===== src/rtl/trim_pkg.sv =====
package trim_pkg;

  // Correction setting layout; bit positions are decoded by the datapath.
  typedef struct packed {
    logic       long_iv;  // [7] 1: long interval, 0: short interval
    logic       sub;      // [6] 1: remove pulses, 0: add pulses
    logic [5:0] code;     // [5:0] step code
  } trim_cfg_t;

  localparam int MAX_TRIM = 124;

  // Signed pulse adjustment applied to the first second of an interval.
  function automatic int trim_delta(trim_cfg_t c);
    int code;
    code = int'(c.code);
    if (code < 2) return 0;            // 0: off, 1: outside the range
    if (c.sub) return -2 * (64 - code);
    return 2 * (code - 1);
  endfunction

  // Length of a second in slow ticks.
  function automatic int second_len(int base, trim_cfg_t c, logic first);
    return first ? base + trim_delta(c) : base;
  endfunction

endpackage


===== src/rtl/trim_cfg_reg.sv =====
module trim_cfg_reg
  import trim_pkg::*;
(
  input  logic      clk,
  input  logic      rst_n,
  input  logic      wr_en,
  input  trim_cfg_t wr_data,
  input  logic      boundary,
  output trim_cfg_t pending,
  output trim_cfg_t active,
  output logic      busy
);

  always_ff @(posedge clk) begin
    if (!rst_n) begin
      pending <= '0;
      active  <= '0;
      busy    <= 1'b0;
    end else begin
      if (wr_en) pending <= wr_data;
      if (boundary) active <= pending;
      if (wr_en) busy <= 1'b1;
      else if (boundary) busy <= 1'b0;
    end
  end


  busy_rise_chk: assert property (@(posedge clk) disable iff (!rst_n)
    wr_en |=> busy);

  busy_fall_chk: assert property (@(posedge clk) disable iff (!rst_n)
    $fell(busy) |-> $past(boundary));

  active_hold_chk: assert property (@(posedge clk) disable iff (!rst_n)
    !boundary |=> $stable(active));

  pend_load_chk: assert property (@(posedge clk) disable iff (!rst_n)
    wr_en |=> pending == $past(wr_data));

endmodule


===== src/rtl/trim_interval.sv =====
module trim_interval #(
  parameter int SHORT_SECS = 20,
  parameter int LONG_SECS  = 60
) (
  input  logic clk,
  input  logic rst_n,
  input  logic sec_evt,
  input  logic long_iv,
  output logic first_sec,
  output logic boundary
);

  localparam int MAX_SECS = (LONG_SECS > SHORT_SECS) ? LONG_SECS : SHORT_SECS;
  localparam int IDX_W    = $clog2(MAX_SECS + 1);
  localparam logic [IDX_W-1:0] LAST_SHORT = IDX_W'(SHORT_SECS - 1);
  localparam logic [IDX_W-1:0] LAST_LONG  = IDX_W'(LONG_SECS - 1);

  logic [IDX_W-1:0] idx;
  logic [IDX_W-1:0] last_idx;

  assign last_idx  = long_iv ? LAST_LONG : LAST_SHORT;
  assign first_sec = (idx == '0);
  assign boundary  = sec_evt && (idx == last_idx);

  always_ff @(posedge clk) begin
    if (!rst_n)        idx <= '0;
    else if (boundary) idx <= '0;
    else if (sec_evt)  idx <= idx + 1'b1;
  end


  idx_range_chk: assert property (@(posedge clk) disable iff (!rst_n)
    idx <= last_idx);

endmodule


===== src/rtl/trim_prescaler.sv =====
module trim_prescaler #(
  parameter int CNT_W = 16
) (
  input  logic             clk,
  input  logic             rst_n,
  input  logic             slow_tick,
  input  logic [CNT_W-1:0] sec_len,
  output logic             sec_evt
);

  logic [CNT_W-1:0] cnt;
  logic             at_end;

  assign at_end  = (cnt == sec_len - 1'b1);
  assign sec_evt = slow_tick && at_end;

  always_ff @(posedge clk) begin
    if (!rst_n)         cnt <= '0;
    else if (slow_tick) cnt <= at_end ? '0 : cnt + 1'b1;
  end


  cnt_bound_chk: assert property (@(posedge clk) disable iff (!rst_n)
    cnt < sec_len);

endmodule


===== src/rtl/clk_trim_corrector.sv =====
module clk_trim_corrector
  import trim_pkg::*;
#(
  parameter int PRESCALE   = 32768,
  parameter int SHORT_SECS = 20,
  parameter int LONG_SECS  = 60
) (
  input  logic       clk,
  input  logic       rst_n,
  input  logic       slow_tick,
  input  logic       cfg_we,
  input  logic [7:0] cfg_wdata,
  output logic [7:0] cfg_rd,
  output logic       busy,
  output logic       sec_tick
);

  localparam int CNT_W = $clog2(PRESCALE + MAX_TRIM + 1);

  trim_cfg_t        pending, active;
  logic             sec_evt, boundary, first_sec;
  logic [CNT_W-1:0] sec_len;

  assign sec_len = CNT_W'(second_len(PRESCALE, active, first_sec));
  assign cfg_rd  = pending;

  trim_cfg_reg u_cfg (
    .clk(clk), .rst_n(rst_n), .wr_en(cfg_we), .wr_data(trim_cfg_t'(cfg_wdata)),
    .boundary(boundary), .pending(pending), .active(active), .busy(busy)
  );

  trim_prescaler #(.CNT_W(CNT_W)) u_pre (
    .clk(clk), .rst_n(rst_n), .slow_tick(slow_tick), .sec_len(sec_len),
    .sec_evt(sec_evt)
  );

  trim_interval #(.SHORT_SECS(SHORT_SECS), .LONG_SECS(LONG_SECS)) u_iv (
    .clk(clk), .rst_n(rst_n), .sec_evt(sec_evt), .long_iv(active.long_iv),
    .first_sec(first_sec), .boundary(boundary)
  );

  always_ff @(posedge clk) begin
    if (!rst_n) sec_tick <= 1'b0;
    else        sec_tick <= sec_evt;
  end


  tick_pulse_chk: assert property (@(posedge clk) disable iff (!rst_n)
    sec_tick |=> !sec_tick);

  rst_state_chk: assert property (@(posedge clk)
    !rst_n |=> (!busy && !sec_tick && cfg_rd == 8'h00));

endmodule


===== config.mk =====
export PLATFORM = sky130hd
export DESIGN_NAME = clk_trim_corrector
export DESIGN_NICKNAME = d
export VERILOG_FILES = /design/src/rtl/trim_pkg.sv /design/src/rtl/trim_cfg_reg.sv /design/src/rtl/trim_interval.sv /design/src/rtl/trim_prescaler.sv /design/src/rtl/clk_trim_corrector.sv
export SDC_FILE = /design/constraint.sdc
export NUM_CORES = 1
export LEC_CHECK = 0
export BUFFER_PORTS_ARGS = -buffer_cell sky130_fd_sc_hd__buf_2
export CORE_UTILIZATION = 65
export CTS_CLUSTER_DIAMETER = 100
export CTS_CLUSTER_SIZE = 20
export DETAILED_ROUTE_END_ITERATION = 8
export PLACE_DENSITY = 0.85
export SYNTH_ARGS = -nofsm -noshare
export SYNTH_HDL_FRONTEND = slang
export SYNTH_HIERARCHICAL = 1
export SYNTH_SLANG_ARGS = --single-unit

===== constraint.sdc =====
create_clock -name clk -period 16.3 [get_ports clk]
set_input_delay 3.26 -clock clk [delete_from_list [all_inputs] [get_ports clk]]
set_output_delay 3.26 -clock clk [all_outputs]
set_load 0.03 [all_outputs]

==> summary.txt <==
Logic synthesis
  – Post-synth ARST share: 0
  – EDFF count, synth: 0
  – Top_reg_cell synth: dfxtp_1
  – Warnings from Yosys: 6
  – Post-synth cell types: 62
  – Post-Syn Area: 2790 um^2
  – Avg Cell Area, Syn: 8.83 um^2
  – Syn Inst Count: 316
  – Count of state elements after synthesis: 40
  – Post-synthesis sequential area ratio: 0.287

Setup path
  – Slowest stage cell, crit path: a2111oi_4
  – Reg2reg setup slack: 10.30 ns
  – Crit-path cells: inv_1 -> ha_1 -> xnor2_1 -> or3_1 -> xnor2_1 -> nor2_1 -> or3_1 -> or3_4 -> or4b_1 -> a22oi_2 -> o211ai_4 -> nor3_1 -> nand2_1 -> a2111oi_4 -> mux2i_1 -> nor2b_1
  – Crit path capture type: flop
  – Setup crit start kind: flop
  – Critical path's top delay family: simple AND/OR/NAND/NOR gates
  – WP data arrival: 6.19 ns
  – Worst path required time: approximately 16 ns
  – RR Endpoint: u_cfg/active[5]
  – R2R cell count: 16
  – Max stage delay on crit path: 1.04 ns
  – WP buf/inv: 1
  – Setup Crit Path Kind: reg2reg
  – Worst r2r src: u_cfg/active[0]
  – Crit path max fanout: 14

Pwr
  – Power per cell area: 61.3 nW/um^2
  – Total leakage power: 1.13 nW
  – Worst VDD drop: 0.0000603 V

STA
  – Fin crit share: 0.368
  – Worst setup margin: 10.30 ns
  – Final hold violation count: 0
  – Least-Margin Pin Slew: 1.11 ns
  – Tmin final: between 6 and 7 ns
  – Setup TNS: 0 ns
  – F_max: roughly 170 MHz
  – Final setup fails: 0
  – Max_slew headroom: 0.260
  – RSZ-0062 raised after global routing: false
  – Post-Route Skew: roughly 0.0097 ns
  – Final Max Tran Viols: 0

Clock tree
  – Hold_buf cts: 0
  – TritonCTS clock tree: done
  – Sinks on Clock Net: 40
  – CTS Buf Count: 5
  – Post-CTS Repair Setup Buffers: 0
  – Worst-path clk slew: about 0.080 ns
  – Clock root cell: clkbuf_8
  – Skew-Pair Late Insertion Delay: 0.30 ns
  – Maximum root-to-sink buffer count: 2
  – H-tree depth: 2
  – # resized after CTS: 0

Detailed routing
  – Final antenna-violating net count: 0
  – Drt via density: 5.78
  – Drt drc: 0
  – Initial DRT Pass Iterations: 4
  – Final wirelength: 5.40 mm
  – Via count: 2225
  – 1st-iter DRT viols: 131
  – DR WL/cell: roughly 14 um

Hold path
  – HP Class: reg2reg
  – Hold wc startpoint: u_cfg/pending[4]
  – Hold Path Cell Cnt: 2
  – WHS Endpoint: u_cfg/pending[4]

Place
  – Post-Place Setup Slack: slightly above 10 ns
  – HPWL after DPL: 3.98 mm
  – Port Buf Inserts: 21
  – RePlAce Congestion: 0.871

Global route
  – Number of global-route vias before repair: 1974
  – GRT Overall Usage: 0.262
  – Initial antenna violation count: 0
  – Largest net degree at the start of global routing: 24
  – Global-route wire length before repair: 9.03 mm
  – Congestion Overflow GR: 0

Die
  – Die area: about 4600 um^2
  – IO Count: 22
  – Die width: approximately 68 um
  – Core area: between 4000 and 5000 um^2
  – Rows: 23
  – Die height: 67.5 um
  – Starting density of the core: 0.687

Job
  – Max_cap viols: 0

Layout
  – NumNets Final: 353
  – Area Overhead vs Synth: 6.37%
  – Layout cells sized above 1: 0.152
  – Most common cell after layout, fill and taps aside: dfxtp_1
  – Ant diodes: 0
  – Most frequent cells in the layout: dfxtp_1, nor2_1, xnor2_1

Outcome
  – Status: completed
-- Yosys cell counts (3+ instances only) --
cell type	instances	area share
dfxtp_1	40	0.29
nor2_1	32	0.043
xnor2_1	25	0.079
nand2_1	24	0.032
nor2b_1	20	0.045
mux2i_1	18	0.065
xor2_1	17	0.053
nor3_1	12	0.022
inv_1	11	0.015
ha_1	7	0.031
nor4_1	6	0.013
clkbuf_1	5	0.0067
nand3_1	5	0.0090
nand4_1	5	0.011
o31a_1	5	0.016
or3_1	5	0.011
a21oi_1	4	0.0072
buf_6	4	0.016
o21a_1	4	0.011
o21ai_0	4	0.0072
a21boi_0	3	0.0081
and2_1	3	0.0067
and3_1	3	0.0067
nand2b_1	3	0.0067
nor2_2	3	0.0067
-- layout make-up --
class / instances / area (um^2)
clock inverter: 3 / 18.8
sequential: 40 / 801
multi-input combinational: 255 / 1870
fill: 300 / 1090
timing repair buffer: 21 / 105
inverter: 11 / 41.3
clock buffer: 5 / 68.8
tap: 50 / 62.6
-- how the worst max path moves through the flow --
stage / from / endpoint / cells after the start
floorplan: u_cfg/active[0] / u_cfg/active[0] / 20
global placement: u_cfg/active[1] / u_cfg/active[1] / 16
detailed placement: u_cfg/active[0] / u_cfg/active[2] / 16
CTS: u_cfg/active[0] / u_cfg/active[2] / 16
global route: u_cfg/active[0] / u_cfg/active[2] / 16
finish: u_cfg/active[0] / u_cfg/active[5] / 16
-- metrics by stage --
step                      utilization  power, W  cell area (um^2)  hold WS, ns  std cells
after floorplan                     -  0.000116              2800        0.477        319
after global placement          0.710  0.000119              2880        0.514        377
after detailed placement        0.710  0.000120              2880        0.526        377
after CTS                       0.731  0.000184              2970        0.542        385
after global routing            0.731  0.000191              2970        0.557        385
final                           0.731  0.000182              2970        0.543        385
-- metal layers --
layer	wire, um	part of all wire	track usage
met2	2490	0.46	0.418
met1	2670	0.49	0.350
met3	186	0.034	0.0625
met5	0	0	0
met4	49	0.0091	0.0665
-- registers in the layout (all words and copies together), names as in the netlist --
signal,count
u_cfg/busy,1
u_cfg/pending,8
u_iv/idx,6
sec_tick,1
u_pre/cnt,16
u_cfg/active,8
-- power by group --
group	switching [W]	internal (W)	leakage [nW]	total (W)
clock network	0.0000346	0.0000298	0.0479	0.0000644
logic	0.00000968	0.00000675	0.755	0.0000164
registers	0.00000164	0.0000994	0.324	0.000101
total	0.0000460	0.000136	1.13	0.000182
-- worst reg2reg max path: stages (launching register included) --
cell	delay, ns
dfxtp_1	0.56
inv_1	0.13
ha_1	0.31
xnor2_1	0.19
or3_1	0.48
xnor2_1	0.21
nor2_1	0.12
or3_1	0.51
or3_4	0.41
or4b_1	0.49
a22oi_2	0.20
o211ai_4	0.14
nor3_1	0.48
nand2_1	0.25
a2111oi_4	1.04
mux2i_1	0.30
nor2b_1	0.06
-- cell families (layout without fill, tap and decap cells) --
kind of cell / count (synthesis) / after routing / synth area share
other: 1 / 4 / 0.00134
AND/OR/NAND/NOR: 139 / 139 / 0.280
AO/OA/AOI/OAI: 43 / 43 / 0.147
buffers and inverters: 24 / 40 / 0.0467
adder cells (fa/ha/maj): 7 / 7 / 0.0314
XOR/XNOR: 43 / 43 / 0.138
multiplexers: 19 / 19 / 0.0686
flip-flops: 40 / 40 / 0.287
Note: power is estimated with default switching activity, not from simulation.
